$ cat src/rtl/rxf_pkg.sv
`timescale 1ns/1ps
package rxf_pkg;
    localparam int RXF_DATA_W = 8;

    // one queue word: two tag bits above the data byte (10 bits total)
    typedef struct packed {
        logic                  perr;
        logic                  ferr;
        logic [RXF_DATA_W-1:0] data;
    } rx_entry_t;
endpackage

$ cat src/rtl/rxf_ptr_ctrl.sv
`timescale 1ns/1ps
module rxf_ptr_ctrl #(
    parameter int DEPTH = 16
) (
    input  logic                         clk,
    input  logic                         rst_n,
    input  logic                         sw_reset,
    input  logic                         wr_req,
    input  logic                         rd_req,
    output logic                         push_ok,
    output logic                         pop_ok,
    output logic                         full,
    output logic                         empty,
    output logic [$clog2(DEPTH)-1:0]     wr_ptr,
    output logic [$clog2(DEPTH)-1:0]     rd_ptr,
    output logic [$clog2(DEPTH+1)-1:0]   count
);
    localparam int AW = $clog2(DEPTH);
    localparam int CW = $clog2(DEPTH + 1);

    typedef struct packed {
        logic [AW-1:0] wp;
        logic [AW-1:0] rp;
        logic [CW-1:0] cnt;
    } ctrl_t;

    ctrl_t st_d, st_q;

    function automatic logic [AW-1:0] step_ptr(input logic [AW-1:0] p);
        return (p == AW'(DEPTH - 1)) ? '0 : p + 1'b1;
    endfunction

    always_comb begin
        full    = (st_q.cnt == CW'(DEPTH));
        empty   = (st_q.cnt == '0);
        push_ok = wr_req && !full && !sw_reset;
        pop_ok  = rd_req && !empty && !sw_reset;
        st_d    = st_q;
        if (sw_reset) begin
            st_d = '0;
        end else begin
            if (push_ok) st_d.wp = step_ptr(st_q.wp);
            if (pop_ok)  st_d.rp = step_ptr(st_q.rp);
            st_d.cnt = st_q.cnt + CW'(push_ok) - CW'(pop_ok);
        end
    end

    always_ff @(posedge clk or negedge rst_n) begin
        if (!rst_n) st_q <= '0;
        else        st_q <= st_d;
    end

    assign wr_ptr = st_q.wp;
    assign rd_ptr = st_q.rp;
    assign count  = st_q.cnt;
endmodule

$ cat src/rtl/rxf_store.sv
`timescale 1ns/1ps
module rxf_store
    import rxf_pkg::*;
#(
    parameter int DEPTH = 16
) (
    input  logic                     clk,
    input  logic                     we,
    input  logic [$clog2(DEPTH)-1:0] waddr,
    input  rx_entry_t                wdata,
    input  logic [$clog2(DEPTH)-1:0] raddr,
    output rx_entry_t                rdata
);
    localparam int AW = $clog2(DEPTH);

    rx_entry_t slot_q [DEPTH];

    for (genvar i = 0; i < DEPTH; i++) begin : g_slot
        always_ff @(posedge clk) begin
            if (we && (waddr == AW'(i))) slot_q[i] <= wdata;
        end
    end

    assign rdata = slot_q[raddr];
endmodule

$ cat src/rtl/rxf_flags.sv
`timescale 1ns/1ps
module rxf_flags
    import rxf_pkg::*;
#(
    parameter int DEPTH = 16
) (
    input  logic                         clk,
    input  logic                         rst_n,
    input  logic                         sw_reset,
    input  logic                         chr_valid,
    input  logic                         full,
    input  logic                         empty,
    input  logic                         pop_ok,
    input  logic                         ovf_clr,
    input  rx_entry_t                    head,
    input  logic [$clog2(DEPTH+1)-1:0]   count,
    input  logic [$clog2(DEPTH+1)-1:0]   thresh,
    output logic [RXF_DATA_W-1:0]        rd_data,
    output logic                         head_perr,
    output logic                         head_ferr,
    output logic                         ovr,
    output logic                         ovf,
    output logic                         irq
);
    typedef struct packed {
        logic                  ovr;
        logic                  ovf;
        logic [RXF_DATA_W-1:0] rdat;
    } flag_t;

    flag_t st_d, st_q;

    always_comb begin
        st_d = st_q;
        if (sw_reset) begin
            st_d = '0;
        end else begin
            if (ovf_clr)            st_d.ovf  = 1'b0;
            if (chr_valid && full)  st_d.ovf  = 1'b1;
            if (chr_valid && !empty) st_d.ovr = 1'b1;
            if (pop_ok)             st_d.rdat = head.data;
        end
    end

    always_ff @(posedge clk or negedge rst_n) begin
        if (!rst_n) st_q <= '0;
        else        st_q <= st_d;
    end

    assign rd_data   = st_q.rdat;
    assign ovr       = st_q.ovr;
    assign ovf       = st_q.ovf;
    assign head_perr = !empty && head.perr;
    assign head_ferr = !empty && head.ferr;
    assign irq       = (count >= thresh);
endmodule

$ cat src/rtl/rx_tag_fifo.sv
`timescale 1ns/1ps
module rx_tag_fifo
    import rxf_pkg::*;
#(
    parameter int DEPTH = 16
) (
    input  logic                           clk,
    input  logic                           rst_n,
    input  logic                           sw_reset,
    input  logic                           chr_valid,
    input  logic [7:0]                     chr_data,
    input  logic                           chr_perr,
    input  logic                           chr_ferr,
    input  logic                           rd_en,
    output logic [7:0]                     rd_data,
    output logic                           head_perr,
    output logic                           head_ferr,
    input  logic [$clog2(DEPTH+1)-1:0]     lvl_thresh,
    output logic [$clog2(DEPTH+1)-1:0]     fill_level,
    output logic                           lvl_irq,
    output logic                           ovr_flag,
    output logic                           ovf_flag,
    input  logic                           ovf_clr
);
    localparam int AW = $clog2(DEPTH);

    logic          push_ok, pop_ok, full, empty;
    logic [AW-1:0] wr_ptr, rd_ptr;
    rx_entry_t     wr_entry, head_entry;

    assign wr_entry = '{perr: chr_perr, ferr: chr_ferr, data: chr_data};

    rxf_ptr_ctrl #(.DEPTH(DEPTH)) u_ctrl (
        .clk(clk), .rst_n(rst_n), .sw_reset(sw_reset),
        .wr_req(chr_valid), .rd_req(rd_en),
        .push_ok(push_ok), .pop_ok(pop_ok), .full(full), .empty(empty),
        .wr_ptr(wr_ptr), .rd_ptr(rd_ptr), .count(fill_level)
    );

    rxf_store #(.DEPTH(DEPTH)) u_store (
        .clk(clk), .we(push_ok), .waddr(wr_ptr), .wdata(wr_entry),
        .raddr(rd_ptr), .rdata(head_entry)
    );

    rxf_flags #(.DEPTH(DEPTH)) u_flags (
        .clk(clk), .rst_n(rst_n), .sw_reset(sw_reset),
        .chr_valid(chr_valid), .full(full), .empty(empty), .pop_ok(pop_ok),
        .ovf_clr(ovf_clr), .head(head_entry), .count(fill_level),
        .thresh(lvl_thresh), .rd_data(rd_data),
        .head_perr(head_perr), .head_ferr(head_ferr),
        .ovr(ovr_flag), .ovf(ovf_flag), .irq(lvl_irq)
    );
endmodule

$ cat config.mk
export PLATFORM = sky130hd
export DESIGN_NAME = rx_tag_fifo
export DESIGN_NICKNAME = d
export VERILOG_FILES = /design/src/rtl/rxf_pkg.sv /design/src/rtl/rxf_ptr_ctrl.sv /design/src/rtl/rxf_store.sv /design/src/rtl/rxf_flags.sv /design/src/rtl/rx_tag_fifo.sv
export SDC_FILE = /design/constraint.sdc
export NUM_CORES = 1
export LEC_CHECK = 0
export BUFFER_PORTS_ARGS = -buffer_cell sky130_fd_sc_hd__buf_2
export CORE_MARGIN = 2
export CORE_UTILIZATION = 40
export CTS_BUF_LIST = sky130_fd_sc_hd__clkbuf_4
export DETAILED_ROUTE_END_ITERATION = 8
export PLACE_DENSITY = 0.6
export SLEW_MARGIN = 40
export SYNTH_ARGS = -nofsm -noshare
export SYNTH_HDL_FRONTEND = slang
export SYNTH_SLANG_ARGS = --single-unit
$ cat constraint.sdc
create_clock -name clk -period 2.78 [get_ports clk]
set_clock_uncertainty 0.05 [all_clocks]
set_input_delay 0.278 -clock clk [delete_from_list [all_inputs] [get_ports clk]]
set_output_delay 0.278 -clock clk [all_outputs]
set_load 0.01 [all_outputs]
==> impl_metrics.tcl <==
set metrics [dict create \
    placed_cells 683 \
    synth_compound_area_share_pct 3.30 \
    avgSynthCellArea_um2 19.0 \
    relSlewSlack_pct 59.2 \
    num_rows 50 \
    synth-seq-area-share_pct 71.8 \
    place_area_mm2 0.00814 \
    path_class "flip-flop to flip-flop" \
    synth_xor_area_share_pct 0.935 \
    synth_adder_area_share_pct 2.94 \
    die-area_mm2 0.0199 \
    syn-instance-count 395 \
    core_mm2 0.0185 \
    min_period_ns 2.75 \
    grt_pass1_vias 3973 \
    mostFrequentLayoutCells "edfxtp_1 (160), mux4_2 (41), buf_4 (39)" \
    drt_wl_total_um 15000 \
    firstDrtPassIters 4 \
    cts_tree "yes" \
    final_nets 524 \
    crit_buf_inv 2 \
    ys_async_sr_fraction_pct 12.6 \
    rsz0062_at_grt "true" \
    final.period_utilization_pct 98.9 \
    ys_types 34 \
    grt_antenna_before_repair 1 \
    synth_top_family_by_area "multiplexers" \
    ys.warnings.count 0 \
    dpl.hpwl_um 9680 \
    die_h_um 141 \
    setup_viol 0 \
    hold_viol 0 \
    tightest_slew_ns 0.612 \
    die_x_um 141 \
    synth_nets 433 \
    area_delta_synth_final_pct 15.4 \
    status "complete, no violations" \
    wl_per_cell_um 20.3 \
    ant_nets 0 \
    h-tree-depth 4 \
    final_util_pct 46.7 \
    worstHoldPathType "input pin to flip-flop" \
    avgViaCountPerCell 5.28 \
    num-fill-cells 1600 \
    worstSetupStartpointType "flip-flop" \
    drc 0 \
    grt_pass1_wl_um 23200 \
    clock_sinks 183 \
    required_ns 3.16 \
    cpPeakStageDelay_ns 0.47 \
    critPathMostFrequentCell "nor2_1" \
    synth-simple-area-share_pct 4.86 \
    muxShareOfSynthArea_pct 14.1 \
    cp_data_arrival_time_ns 3.13 \
    drive_above_1_share_pct 34.3 \
    start_util_pct 40.5 \
    gp_congestion 0.731 \
    critPathSlowestCell "or4b_4" \
    first_iter_violations 388 \
    critPathTopFamily "adder cells" \
    finalNonFillerCells 735 \
    ys_ff_latch 183 \
    synth-edff-count 160 \
    vias 3882 \
    fin_area_mm2 0.00865 \
    critical_path_peak_fanout 2 \
    maxCapViolCount 0 \
    ctsRootBufferMaster "clkbuf_4" \
    p_leak_nw 2.95 \
    synth-main-ff-cell "edfxtp_1" \
    p_per_area_mw_per_mm2 751 \
    port_buffers 38 \
    peakVddDrop_mv 0.427 \
    drv_slew 0 \
    end_kind "flip-flop" \
    fmax_mhz 364 \
    grt_overflow 0 \
    grt_max_degree 24 \
    track_usage_pct 16.0 \
    io_pins 39 \
    cts_buffer_depth 2 \
    clk_pin_slew_ns 0.15 \
    synth_area_mm2 0.00750 \
    layout_commonest_cell "edfxtp_1" \
    numCtsBuffers 17 \
    crit_chain "inv_2, ha_4, or4b_4, nand2_4, nor2_2, ha_1, inv_2, ha_4, fa_2, a21oi_2, nor2_1, nor2_1, xnor2_1, nor2_1" \
    insertion_delay_ns 0.54 \
]
-- power by group --
part           total, mW  internal [mW]  switching, mW
combinational       1.83          0.982          0.852
clock               1.43          0.540          0.887
sequential          3.24           3.12          0.117
total               6.50           4.64           1.86
-- cell usage after synthesis (4+ instances only) --
| cell | number | area [um^2] |
|---|---|---|
| nand2b_1 | 12 | 75.1 |
| o21ai_0 | 4 | 20.0 |
| o221ai_1 | 8 | 70.1 |
| inv_1 | 14 | 52.6 |
| edfxtp_1 | 160 | 4800 |
| mux2i_1 | 9 | 90.1 |
| nand2_1 | 12 | 45.0 |
| nor2b_1 | 4 | 25.0 |
| a21oi_1 | 10 | 50.1 |
| a22oi_2 | 8 | 100 |
| dfrtp_1 | 23 | 576 |
| xnor2_1 | 6 | 52.6 |
| nor2_1 | 29 | 109 |
| clkbuf_1 | 6 | 22.5 |
| nor3_1 | 4 | 20.0 |
| buf_2 | 8 | 40.0 |
| mux4_1 | 5 | 131 |
| ha_1 | 16 | 200 |
| mux4_2 | 37 | 833 |
-- layout make-up --
cell class	instances	area, um^2	share of cell area (%)
diodes	2	5.00	0.0579
well taps	234	293	3.39
repair buffers	91	647	7.48
clock buffers	17	128	1.48
inverters	14	52.6	0.608
multi-input cells	179	1990	23.0
flip-flops and latches	183	5390	62.3
clock inverters	15	148	1.71
-- state kept, by name, summed over array words and instances (netlist names) --
name,cells
u_flags.ovr,1
u_store.slot_q,160
u_flags.rd_data,8
u_flags.ovf,1
u_ctrl.rd_ptr,4
u_ctrl.wr_ptr,4
u_ctrl.count,5
-- through the flow --
stage                     TNS [ns]  setup WS, ns  power (mW)  hold WS, ns
after global placement           0        0.0897        4.93        0.260
after global routing        -0.247        -0.107        6.88      0.00383
after CTS                  -0.0294       -0.0194        6.50     0.000868
after detailed placement         0        0.0434        4.96        0.272
final                            0        0.0319        6.50       0.0607
after floorplan            -0.0851       -0.0851        4.48      -0.0676
-- path summary, 6_finish.rpt --
check,from,to,slack [ns],cells after the start
max,u_ctrl.count[2]$_DFF_PN0_,u_ctrl.count[4]$_DFF_PN0_,0.03,14
min,chr_data[5],u_store.slot_q[11][5]$_DFFE_PP_,0.06,1
max reg2reg,u_ctrl.count[2]$_DFF_PN0_,u_ctrl.count[4]$_DFF_PN0_,0.03,14
min reg2reg,u_flags.ovr$_DFFE_PN0P_,u_flags.ovr$_DFFE_PN0P_,0.49,2
max in group asynchronous,rst_n,u_ctrl.rd_ptr[1]$_DFFE_PN0P_,2.03,2
min in group asynchronous,rst_n,u_ctrl.rd_ptr[2]$_DFFE_PN0P_,0.21,2
-- logic make-up (layout without fill, tap and decap cells) --
family                     count (synthesis)  in the layout
AOI/OAI and AO/OA                         31             31
xor gates and xnor gates                   8              8
adders and majority gates                 17             17
buffers and inverters                     33            137
DFF                                      183            183
muxes                                     51             51
other                                      0              2
and+or+nand+nor                           72             72
-- timing repair --
action | CTS | global route
cloned | 0 | 0
setup endpoints to repair | 3 | 3
endpoints found under the hold margin | 51 | 43
resized for setup | 8 | 14
pin swaps | 2 | 7
setup buffers | 6 | 0
hold buffers | 7 | 5
-- metal layers --
metal	vias to the layer above	wire (um)	global-route usage, %
met5	-	0	0
met4	0	127	4.58
met3	9	743	3.67
met2	105	7620	26.9
met1	2023	6460	21.1
li1	1745	-	-
(Power assumes the default switching activity.)
